===== src/rtl/wkp_pkg.sv =====
// Package: shared widths and the per-pin edge configuration type for the
// wakeup input port. Assumes pins are grouped into one packed vector.
package wkp_pkg;

    localparam int unsigned PORT_W_DEF  = 4;
    localparam int unsigned SYNC_N_DEF  = 2;

    // Per-pin edge selection, packed so a whole port can be compared at once.
    typedef struct packed {
        logic rise;   // 1: rising edge releases idle, 0: falling edge
        logic en;     // 1: pin may release idle
    } pin_cfg_t;

    // Returns 1 when a transition prev->cur matches the pin configuration.
    function automatic logic edge_match(input logic cur, input logic prev,
                                        input pin_cfg_t cfg);
        logic rose;
        logic fell;
        rose = cur & ~prev;
        fell = ~cur & prev;
        return cfg.en & (cfg.rise ? rose : fell);
    endfunction

endpackage


===== src/rtl/wkp_sync.sv =====
// Module: multi-stage synchronizer for a vector of asynchronous inputs.
// Assumes each bit is independent (no bus coherency is implied) and that
// the reset value 0 is acceptable on every stage.
module wkp_sync #(
    parameter int unsigned WIDTH  = 4,
    parameter int unsigned STAGES = 2
) (
    input  logic             clk,
    input  logic             rst_n,
    input  logic [WIDTH-1:0] d_i,
    output logic [WIDTH-1:0] q_o
);

    logic [WIDTH-1:0] chain [STAGES];

    genvar s;
    generate
        for (s = 0; s < STAGES; s++) begin : g_stage
            if (s == 0) begin : g_first
                // Capture the raw pins into the first stage.
                always_ff @(posedge clk) begin
                    if (!rst_n) chain[0] <= '0;
                    else        chain[0] <= d_i;
                end
            end else begin : g_next
                // Shift the sample one stage further.
                always_ff @(posedge clk) begin
                    if (!rst_n) chain[s] <= '0;
                    else        chain[s] <= chain[s-1];
                end
            end
        end
    endgenerate

    assign q_o = chain[STAGES-1];

endmodule


===== src/rtl/wkp_edge_cell.sv =====
// Module: edge detector for one pin. Holds the previous synchronized value
// and flags a transition matching the pin's configuration. Assumes the
// caller masks the flag while the configuration or warm-up is unsettled;
// the stored value always follows the synchronized input, which is what
// re-seeds the detector after a configuration write.
module wkp_edge_cell
    import wkp_pkg::*;
(
    input  logic     clk,
    input  logic     rst_n,
    input  logic     cur_i,
    input  pin_cfg_t cfg_i,
    output logic     hit_o
);

    logic prev_q;

    // Track the synchronized value one cycle behind.
    always_ff @(posedge clk) begin
        if (!rst_n) prev_q <= 1'b0;
        else        prev_q <= cur_i;
    end

    // Combine stored and current value with the selected edge.
    always_comb begin
        hit_o = edge_match(cur_i, prev_q, cfg_i);
    end

    // a disabled pin never flags an edge.
    p_no_hit_disabled_r4: assert property (@(posedge clk) disable iff (!rst_n)
        !cfg_i.en |-> !hit_o);

    // a rising-edge pin only flags when its level is now high.
    p_rise_level_r3: assert property (@(posedge clk) disable iff (!rst_n)
        (hit_o && cfg_i.rise) |-> cur_i);

endmodule


===== src/rtl/wkp_cfg_guard.sv =====
// Module: arming logic. Counts cycles since reset until the synchronizer
// and detectors hold real pin samples, and registers the edge
// configuration to spot any write. Assumes the configuration vector is
// driven from registers in the same clock domain.
module wkp_cfg_guard #(
    parameter int unsigned CFG_W  = 8,
    parameter int unsigned STAGES = 2
) (
    input  logic             clk,
    input  logic             rst_n,
    input  logic [CFG_W-1:0] cfg_i,
    output logic             warm_o,
    output logic             arm_o
);

    localparam int unsigned FILL_MAX = STAGES + 1;
    localparam int unsigned FILL_W   = $clog2(FILL_MAX + 1);

    logic [FILL_W-1:0] fill_q;
    logic [CFG_W-1:0]  cfg_q;

    // Saturating count of cycles since reset.
    always_ff @(posedge clk) begin
        if (!rst_n)                              fill_q <= '0;
        else if (fill_q != FILL_W'(FILL_MAX))    fill_q <= fill_q + 1'b1;
    end

    // Remember last cycle's configuration.
    always_ff @(posedge clk) begin
        if (!rst_n) cfg_q <= '0;
        else        cfg_q <= cfg_i;
    end

    assign warm_o = (fill_q == FILL_W'(FILL_MAX));
    assign arm_o  = warm_o && (cfg_i == cfg_q);

    // warm-up completes in exactly STAGES+1 cycles and then stays.
    p_warm_sticky_r9: assert property (@(posedge clk) disable iff (!rst_n)
        warm_o |=> warm_o);

endmodule


===== src/rtl/wkp_pull_map.sv =====
// Module: pad pull selection. Wakeup pins take the pull matching their
// release edge; plain pins take the direction requested by software.
// Assumes a pull output only requests a resistor; it drives no level.
module wkp_pull_map #(
    parameter int unsigned WIDTH = 4
) (
    input  logic [WIDTH-1:0] wake_en_i,
    input  logic [WIDTH-1:0] edge_rise_i,
    input  logic [WIDTH-1:0] pull_en_i,
    input  logic [WIDTH-1:0] pull_dn_i,
    output logic [WIDTH-1:0] pull_up_o,
    output logic [WIDTH-1:0] pull_dn_o
);

    genvar i;
    generate
        for (i = 0; i < WIDTH; i++) begin : g_pin
            logic want_dn;
            // Pick the pull direction from the edge or the software request.
            always_comb begin
                want_dn      = wake_en_i[i] ? edge_rise_i[i] : pull_dn_i[i];
                pull_up_o[i] = pull_en_i[i] & ~want_dn;
                pull_dn_o[i] = pull_en_i[i] &  want_dn;
            end
            // both pulls together would short the pad.
            always_comb begin
                p_pull_excl_r8: assert (!(pull_up_o[i] && pull_dn_o[i]));
            end
        end
    endgenerate

endmodule


===== src/rtl/wkp_port.sv =====
// Module: edge-selectable wakeup input port (top). Synchronizes the pins,
// detects per-pin configured edges, and sends a single-cycle wakeup pulse
// while idle. Assumes idle_i and all configuration inputs are synchronous
// to clk; only pin_i is asynchronous.
module wkp_port
    import wkp_pkg::*;
#(
    parameter int unsigned PORT_W      = PORT_W_DEF,
    parameter int unsigned SYNC_STAGES = SYNC_N_DEF
) (
    input  logic              clk,
    input  logic              rst_n,
    input  logic [PORT_W-1:0] pin_i,
    input  logic              idle_i,
    input  logic [PORT_W-1:0] wake_en_i,
    input  logic [PORT_W-1:0] edge_rise_i,
    input  logic [PORT_W-1:0] pull_en_i,
    input  logic [PORT_W-1:0] pull_dn_i,
    output logic [PORT_W-1:0] port_o,
    output logic              wake_o,
    output logic [PORT_W-1:0] pull_up_o,
    output logic [PORT_W-1:0] pull_dn_o
);

    localparam int unsigned CFG_W = 2 * PORT_W;

    logic [PORT_W-1:0] sync_w;
    logic [PORT_W-1:0] hit_w;
    logic [CFG_W-1:0]  cfg_vec;
    logic              warm_w;
    logic              arm_w;
    logic              wake_q;

    assign cfg_vec = {edge_rise_i, wake_en_i};

    wkp_sync #(.WIDTH(PORT_W), .STAGES(SYNC_STAGES)) u_sync (
        .clk   (clk),
        .rst_n (rst_n),
        .d_i   (pin_i),
        .q_o   (sync_w)
    );

    genvar i;
    generate
        for (i = 0; i < PORT_W; i++) begin : g_cell
            pin_cfg_t cfg_w;
            assign cfg_w.en   = wake_en_i[i];
            assign cfg_w.rise = edge_rise_i[i];
            wkp_edge_cell u_cell (
                .clk   (clk),
                .rst_n (rst_n),
                .cur_i (sync_w[i]),
                .cfg_i (cfg_w),
                .hit_o (hit_w[i])
            );
        end
    endgenerate

    wkp_cfg_guard #(.CFG_W(CFG_W), .STAGES(SYNC_STAGES)) u_guard (
        .clk    (clk),
        .rst_n  (rst_n),
        .cfg_i  (cfg_vec),
        .warm_o (warm_w),
        .arm_o  (arm_w)
    );

    wkp_pull_map #(.WIDTH(PORT_W)) u_pull (
        .wake_en_i   (wake_en_i),
        .edge_rise_i (edge_rise_i),
        .pull_en_i   (pull_en_i),
        .pull_dn_i   (pull_dn_i),
        .pull_up_o   (pull_up_o),
        .pull_dn_o   (pull_dn_o)
    );

    // Raise one pulse for any armed edge while idle; never two in a row.
    always_ff @(posedge clk) begin
        if (!rst_n) wake_q <= 1'b0;
        else        wake_q <= idle_i && arm_w && (|hit_w) && !wake_q;
    end

    assign port_o = sync_w;
    assign wake_o = wake_q;

    // the pulse lasts one cycle.
    p_one_cycle_r6: assert property (@(posedge clk) disable iff (!rst_n)
        wake_o |=> !wake_o);

    // a pulse implies idle was reported in the detection cycle.
    p_idle_gate_r5: assert property (@(posedge clk) disable iff (!rst_n)
        wake_o |-> $past(idle_i));

    // a configuration write mutes the next cycle's pulse.
    p_cfg_mute_r7: assert property (@(posedge clk) disable iff (!rst_n)
        (warm_w && cfg_vec != $past(cfg_vec)) |=> !wake_o);

    // no pulse may come out of the warm-up window.
    p_warm_quiet_r9: assert property (@(posedge clk) disable iff (!rst_n)
        !warm_w |=> !wake_o);

    // the readable value is the pin delayed by the synchronizer depth.
    p_port_delay_r1: assert property (@(posedge clk) disable iff (!rst_n)
        warm_w |-> port_o == $past(pin_i, SYNC_STAGES));

endmodule


===== config.mk =====
export PLATFORM = sky130hd
export DESIGN_NAME = wkp_port
export DESIGN_NICKNAME = d
export VERILOG_FILES = /design/src/rtl/wkp_pkg.sv /design/src/rtl/wkp_sync.sv /design/src/rtl/wkp_edge_cell.sv /design/src/rtl/wkp_cfg_guard.sv /design/src/rtl/wkp_pull_map.sv /design/src/rtl/wkp_port.sv
export SDC_FILE = /design/constraint.sdc
export NUM_CORES = 1
export LEC_CHECK = 0
export BUFFER_PORTS_ARGS = -buffer_cell sky130_fd_sc_hd__buf_2
export CAP_MARGIN = 20
export CORE_MARGIN = 3
export CORE_UTILIZATION = 50
export DETAILED_ROUTE_END_ITERATION = 10
export PLACE_DENSITY = 0.78
export REMOVE_ABC_BUFFERS = 1
export SYNTH_ARGS = -nofsm -noshare
export SYNTH_HDL_FRONTEND = slang
export SYNTH_SLANG_ARGS = --single-unit

===== constraint.sdc =====
create_clock -name clk -period 1.8 [get_ports clk]
set_input_delay 0.27 -clock clk [delete_from_list [all_inputs] [get_ports clk]]
set_output_delay 0.27 -clock clk [all_outputs]
set_load 0.05 [all_outputs]

==> results.md, run 1 <==
Outcome:
- The flow ran to the end, and the final reports show no timing, DRC or antenna violations.

Floorplanning:
- 36 I/O pins were placed.
- The initial utilization of the core area, before any placement, comes to 0.538.
- The floorplan has 15 rows.
- The die span in y is between 40 and 50 µm.
- The total area inside the core boundary comes to around 1800 µm².
- Measured along the x axis, the die boundary spans ~50 µm.
- The floorplan step defined a die boundary enclosing 2460 µm².

Detailed routing:
- The number of vias in the routed layout is 708.
- Dividing the detail-routed wire length by the instance count gives 10.2 µm.
- The iteration count of the initial detailed-routing pass is 3.
- The total DRC errors in the routed layout is 0.
- The detail route stage leaves a number of antenna-violating nets equal to 0.
- In the routed layout, each cell is associated on average with a via count of about 4.6.
- After the first detailed-routing iteration, the DRC count stood at 1.
- The routed design has about 1600 µm of wire.

Global routing:
- The overall fraction of global-route tracks in use is 0.142.
- The first global-routing pass estimated roughly 2700 µm of wire.
- The pin count of the biggest net entering global routing is 24.
- The via count of the first global-routing pass came to approximately 650.
- After global routing the overflow that remains totals 0.
- The number of antenna violations at the first check in global routing is 0.

Finish:
- The share of post-route cells with drive strength above 1 is 0.320.
- The final layout net count is between 150 and 200.
- The final cell count without fillers is 153.
- The area added between synthesis and finish is 20.7%.
- 0 antenna diodes ended up in the layout.
- In the final layout, flip-flops and latches occupy 460 µm².
- The multi-input combinational cells in the finished layout cover a total of 452 µm².
- For this run, the share of the core covered by cells in the final layout is 0.650.
- The number of inserted filler cells in the final layout is 158.

Placed design:
- The sum of net half-perimeters after detailed placement is roughly 1200 µm.
- The placed cell count is ~150.
- Input and output buffers added on the ports amount to 35.
- The placer's final routability congestion estimate is roughly 0.67.
- OpenSTA, run right after detailed placement, puts the worst setup slack at between 0.4 and 0.5 ns.

Clock network:
- The H-tree depth is 1.
- TritonCTS created 3 clock buffers.
- Counting along the longest clock path gives a buffer depth of 2.
- The number of hold buffers added after CTS was 0.
- The clock reaches the later pin of the worst-skew pair after 0.31 ns.
- CTS saw 23 sinks.
- The number of resized instances in the post-cts repair step is 0.
- The tree is rooted in a clkbuf_4.
- The clock slew seen by the registers of the worst setup and hold paths is around 0.12 ns.
- The clock tree from TritonCTS is done.
- The number of setup buffers added after CTS is 0.

STA:
- The number of pins with negative max-slew slack in the final report is 0.
- The clock arrives with 0.00286 ns of skew.
- The final count of hold timing violations is 0.
- For the pin with the worst max-slew slack, the measured transition is roughly 0.27 ns.
- The fraction of the cycle the final worst path needs is 0.729.
- After routing, the total negative slack on setup checks comes to 0 ns.
- Setup repair after global routing left no endpoint under its margin.
- Derived from the worst setup path, the maximum achievable clock frequency is roughly 760 MHz.
- The final worst slack is ~0.49 ns.
- The relative max-transition margin is 0.818.
- Setup violations remaining at the end of the flow were counted as 0.
- The minimum clock period after layout is around 1.3 ns.

Power and ir drop:
- The largest vdd supply drop is approximately 570 µV.
- The total design power is roughly 970 µW.
- The static leakage is between 0.5 and 0.6 nW.
- The areal power density over the cells is 845 nW/µm².

Critical path:
- The required time of the critical path is ~1.5 ns.
- The largest driver fanout on the critical path is 4.
- The kind of end point of the critical path is a primary output.
- The data arrival time of the critical path is 1.04 ns.
- The critical path in this run is classified as input pin to primary output.
- The nature of the critical path startpoint is an input pin.

Logic synthesis:
- The proportion of synthesized flip-flops having asynchronous set or reset is 0.
- After synthesis, the netlist uses 19 different library cells.
- The part of the Yosys area used for sequential elements is 0.485.
- Among all flip-flop cells after synthesis, the most frequent one is dfxtp_1.
- The number of warning messages in the yosys log is 0.
- Summing every instance area after synthesis gives around 950 µm².
- The number of flip-flops and latches in the synthesized netlist is 23.
- The count of mapped cells out of synthesis is 95.
- The number of enable flip-flop cells after synthesis is 0.
- dfxtp_1 takes more of the synthesized area than any other cell.
- Among all cell types in the netlist, the one instantiated most often is and2_1.
- In the synthesized netlist, the cells that appear most often are 24 x and2_1, 23 x dfxtp_1, 7 x xor2_1.
- A synthesized cell averages between 9 and 10 µm².
- The share of the synthesized area in the top cell type is 0.485.
- By area the synthesized netlist is led by dfxtp_1 48%, and2_1 16%, xor2_1 6.5%.

Worst hold path:
- The path class of the lowest-slack min-delay path is input pin to flip-flop.

Job:
- The max-capacitance violation count is 0.
[where the power goes]
group	leakage [nW]	switching, mW	internal (mW)
logic	0.338	0.110	0.0744
registers	0.190	0.0145	0.540
clock network	0.0177	0.147	0.0830
[cell families (layout without fill, tap and decap cells)]
| kind of cell | count (synthesis) | after routing | share of synthesized area |
|---|---|---|---|
| AO/OA/AOI/OAI | 5 | 5 | 0.0303 |
| XOR/XNOR | 9 | 9 | 0.0830 |
| adder cells (fa/ha/maj) | 1 | 1 | 0.0132 |
| buffers and inverters | 6 | 39 | 0.0395 |
| flip-flops | 23 | 23 | 0.485 |
| multiplexers | 5 | 5 | 0.0527 |
| AND/OR/NAND/NOR | 46 | 46 | 0.296 |
[cell type report]
type | instances | area share
multi-input cells | 66 | 0.394
clock inverters | 1 | 0.00437
well taps | 25 | 0.0273
repair buffers | 35 | 0.153
clock buffers | 3 | 0.0197
flip-flops and latches | 23 | 0.402
[state kept, by name (all words and copies together), names as in the netlist]
| signal | cells |
|---|---|
| u_guard.cfg_q | 8 |
| u_sync.chain | 8 |
| g_cell.u_cell.prev_q | 4 |
| wake_o | 1 |
| u_guard.fill_q | 2 |
[worst max-delay path, stage by stage]
cell and delay [ns]:
buf_2 0.13, mux2i_1 0.24, and2_1 0.15, buf_2 0.25
[cells in the final DEF (no fill, tap or decap)]
cell      instances
nor2_1            4
nor4_1            1
ha_1              1
dfxtp_1          23
xnor2_1           2
clkinv_2          1
clkbuf_4          3
and2_1           24
nand2_1           4
nand4_1           1
a41oi_1           1
mux2i_1           5
buf_2            35
nor3b_1           4
nor3_2            1
xor2_1            7
nor2b_1           5
and2_2            1
o21ai_0           4
and4b_1           1
[routing by layer]
layer	wire, µm	vias up	global-route usage
met3	72	5	0.0363
li1	-	370	-
met5	0	-	0
met2	787	16	0.231
met4	46	0	0.0968
met1	651	317	0.160
[through the flow]
stage	hold WS, ns	area [µm²]
3_3_place_gp	0.415	1120
4_1_cts	0.145	1150
6_report	0.158	1150
2_1_floorplan	0.392	912
5_1_grt	0.145	1150
3_5_place_dp	0.419	1120
[worst paths after layout]
path / from / endpoint / slack (ns) / cells after the start
setup / recovery: wake_en_i[1] / pull_up_o[1] / 0.49 / 4
hold / removal: pin_i[2] / u_sync.chain[0][2] / 0.16 / 2
hold reg to reg: u_sync.chain[0][0] / u_sync.chain[1][0] / 0.45 / 1
setup reg to reg: u_guard.fill_q[0] / wake_o / 0.67 / 4
Note: power is estimated with default switching activity, not from simulation.
==> run 2: changes to the inputs <==
- CORE_UTILIZATION: 50 -> 42
- PLACE_DENSITY: 0.78 -> 0.7
- clock period: 1.8 -> 1.15 ns (I/O delays scaled with it)
==> results.md, run 2 (same netlist as run 1, synthesis figures left out) <==
Outcome:
- Run status: finished clean (unchanged).

Floorplanning:
- The die span in y is 53.6 µm (was 49.6 µm).
- The I/O pin count is 36 (unchanged).
- The initial core utilization was 0.465 (was 0.538).
- The number of cell rows is 16 (was 15).
- The horizontal die dimension came to 53.6 µm (was 49.6 µm).
- The die outline area is 2870 µm² (was 2460 µm²).
- The placeable core region is 2040 µm² (was 1760 µm²).

Clock network:
- The clock root buffer master is clkbuf_4 (unchanged).
- The H-tree depth is 1 (unchanged).
- The clock tree from TritonCTS is done (unchanged).
- The maximum buffer depth of the clock tree is 2 (unchanged).
- The CTS sink count was 23 (unchanged).
- The number of buffers created by CTS is 3 (unchanged).
- The clock slew seen by the registers of the worst setup and hold paths is 0.11 ns (was 0.12 ns).
- The quantity of hold-fixing buffers added after cts was 0 (unchanged).
- The worst-skew pair later-pin latency is 0.30 ns (was 0.31 ns).

STA:
- The relative max-transition margin is 0.835 (was 0.818).
- The final count of hold timing violations came to 0 (unchanged).
- The worst-margin pin slew was 0.245 ns (was 0.273 ns).
- The number of failing setup endpoints in the final timing report is 0 (unchanged).
- The number of pins with negative max-slew slack in the final report is 0 (unchanged).
- The maximum clock frequency is 879 MHz.
- RSZ-0062 raised after global routing: no (unchanged).
- The fraction of the cycle the final worst path needs is 0.989.
- The worst path in the final design needs a cycle of 1.14 ns, including I/O delays and setup.
- The worst-case clock skew came to 0.00122 ns (was 0.00286 ns).

Finish:
- The post-route core utilization is 0.585 (was 0.650).
- Commonest non-fill, non-tap cells in the layout: 29 x buf_2, 24 x and2_1, 20 x dfxtp_1, 7 x xor2_1, 6 x clkbuf_4 (was 35 x buf_2, 24 x and2_1, 23 x dfxtp_1, 7 x xor2_1).
- The final cell count without fillers came to 157 (was 153).
- The area added between synthesis and finish was 25.7% (was 20.7%).
- The share of post-route cells with drive strength above 1 is 0.354 (was 0.320).
- The most common library cell in the layout ignoring fill and taps is buf_2 (unchanged).
- The number of diodes came to 0 (unchanged).
- Largest regs: u_guard.cfg_q x8, u_sync.chain x8, g_cell.u_cell.prev_q x4 (unchanged).
- The final layout net count is 155 (was 153).

Placed design:
- The number of buffers added on ports was 35 (unchanged).
- The sum of net half-perimeters after detailed placement is 1250 µm (was 1230 µm).
- The placed cell count is 152 (was 149).
- The placer's final routability congestion estimate is 0.711 (was 0.673).

Power and ir drop:
- The static leakage is 0.553 nW (was 0.546 nW).
- The relative contribution of the clock network to total power is 0.231 (was 0.238).
- The power share of the sequential group is 0.564 (was 0.572).
- The logic gate share of total power came to 0.205 (was 0.190).
- The total design power is 1.56 mW (was 968 µW).
- The switching power of the nets was 432 µW (was 272 µW).
- The switching share of total power came to 0.277 (was 0.280).
- The areal power density over the cells is 1300 nW/µm² (was 845 nW/µm²).
- The largest vdd supply drop is 951 µV (was 566 µV).
- The design internal power is 1.13 mW (was 697 µW).

Critical path:
- The data arrival time of the critical path is 1.37 ns (was 1.04 ns).
- The largest driver fanout on the critical path is 1 (was 4).
- The buffering stage count on the worst path with inverters included is 0 (was 2).
- The number of cells on the worst reg-to-reg path came to 4 (unchanged).
- The critical path start-end classification is flip-flop to flip-flop (was input pin to primary output).
- CP Cell Sequence: xor2_1 -> nor4_1 -> nand4_1 -> a41oi_1 (was buf_2 -> mux2i_1 -> and2_1 -> buf_2).
- The peak per-stage delay on the critical path is 0.33 ns (was 0.25 ns).
- The kind of cell adding the most delay to the critical path was simple AND/OR/NAND/NOR gates (was buffers and inverters).
- The cell at the slowest stage of the critical path is dfxtp_1 (was buf_2).
- The nature of the critical path startpoint was a flip-flop (was input pin).
- The required time of the critical path is 1.38 ns (was 1.53 ns).
- The critical path depth in cells is 4 (unchanged).
- The kind of end point of the critical path is a flip-flop (was primary output).

Global routing:
- The number of antenna violations at the first check in global routing is 0 (unchanged).
- The wire length of the first global-routing pass is 2680 µm (about the same).
- The via count of the first global-routing pass is 655 (was 653).
- The pin count of the biggest net entering global routing came to 22 (was 24).
- The overall fraction of global-route tracks in use is 0.131 (was 0.142).
- The final global-route overflow total was 0 (unchanged).

Detailed routing:
- The number of nets with antenna violations after routing is 0 (unchanged).
- The aggregate routed wire length is 1670 µm (was 1560 µm).
- The number of vias in the routed layout is 699 (was 708).
- The per-cell routed wire length is 10.6 µm (was 10.2 µm).
- The total DRC errors in the routed layout is 0 (unchanged).
- The violation count after the first detailed-routing iteration is 3 (was 1).
- The iteration count of the initial detailed-routing pass is 4 (was 3).
- The average vias per placed instance is 4.45 (was 4.63).

Worst hold path:
- The path class of the lowest-slack min-delay path is input pin to flip-flop (unchanged).
- The depth of the worst hold-timing path came to 2 (unchanged).

Job:
- The max-capacitance violation count is 0 (unchanged).
-- run 2: power groups by stage --
stage	sequential (mW)	clock [mW]	combinational (mW)
floorplan	0.901	0	0.176
global placement	0.883	0	0.287
detailed placement	0.886	0	0.296
CTS	0.870	0.379	0.301
global route	0.885	0.419	0.354
finish	0.878	0.359	0.320
-- run 2: path summary, 6_finish.rpt --
check	endpoint	slack, ns	startpoint
worst max-delay path	wake_o	0.01	u_guard.cfg_q[3]
worst min-delay path	u_sync.chain[0][1]	0.06	pin_i[1]
worst max register to register	wake_o	0.01	u_guard.cfg_q[3]
worst min register to register	u_sync.chain[1][1]	0.44	u_sync.chain[0][1]
-- run 2: cell type report --
cell class	count	area, µm²
clock buffers	4	26.3
fillers	197	848
multi-input cells	66	464
flip-flops and latches	23	464
well taps	27	33.8
repair buffers	37	205
-- run 2: what timing repair did --
item	CTS	global route
resized for setup	3	10
cloned	0	0
buffers inserted	0	1
setup endpoints to repair	2	6
-- run 2: stage by stage --
stage | setup slack [ns] | setup TNS (ns) | hold slack [ns] | area (µm²)
after floorplan | -0.00662 | -0.0289 | 0.294 | 912
after global placement | 0.0644 | 0 | 0.378 | 1130
after detailed placement | 0.0183 | 0 | 0.382 | 1130
after CTS | 0.00435 | 0 | 0.0529 | 1160
after global routing | 0.00317 | 0 | 0.0529 | 1190
final | 0.0127 | 0 | 0.0646 | 1190
-- run 2: layer usage --
| layer | up-vias | part of all wire | GRT usage |
|---|---|---|---|
| met4 | 0 | 0.019 | 0.0638 |
| met2 | 17 | 0.49 | 0.212 |
| met1 | 306 | 0.44 | 0.162 |
| met5 | - | 0 | 0 |
| li1 | 372 | - | - |
| met3 | 4 | 0.047 | 0.0332 |
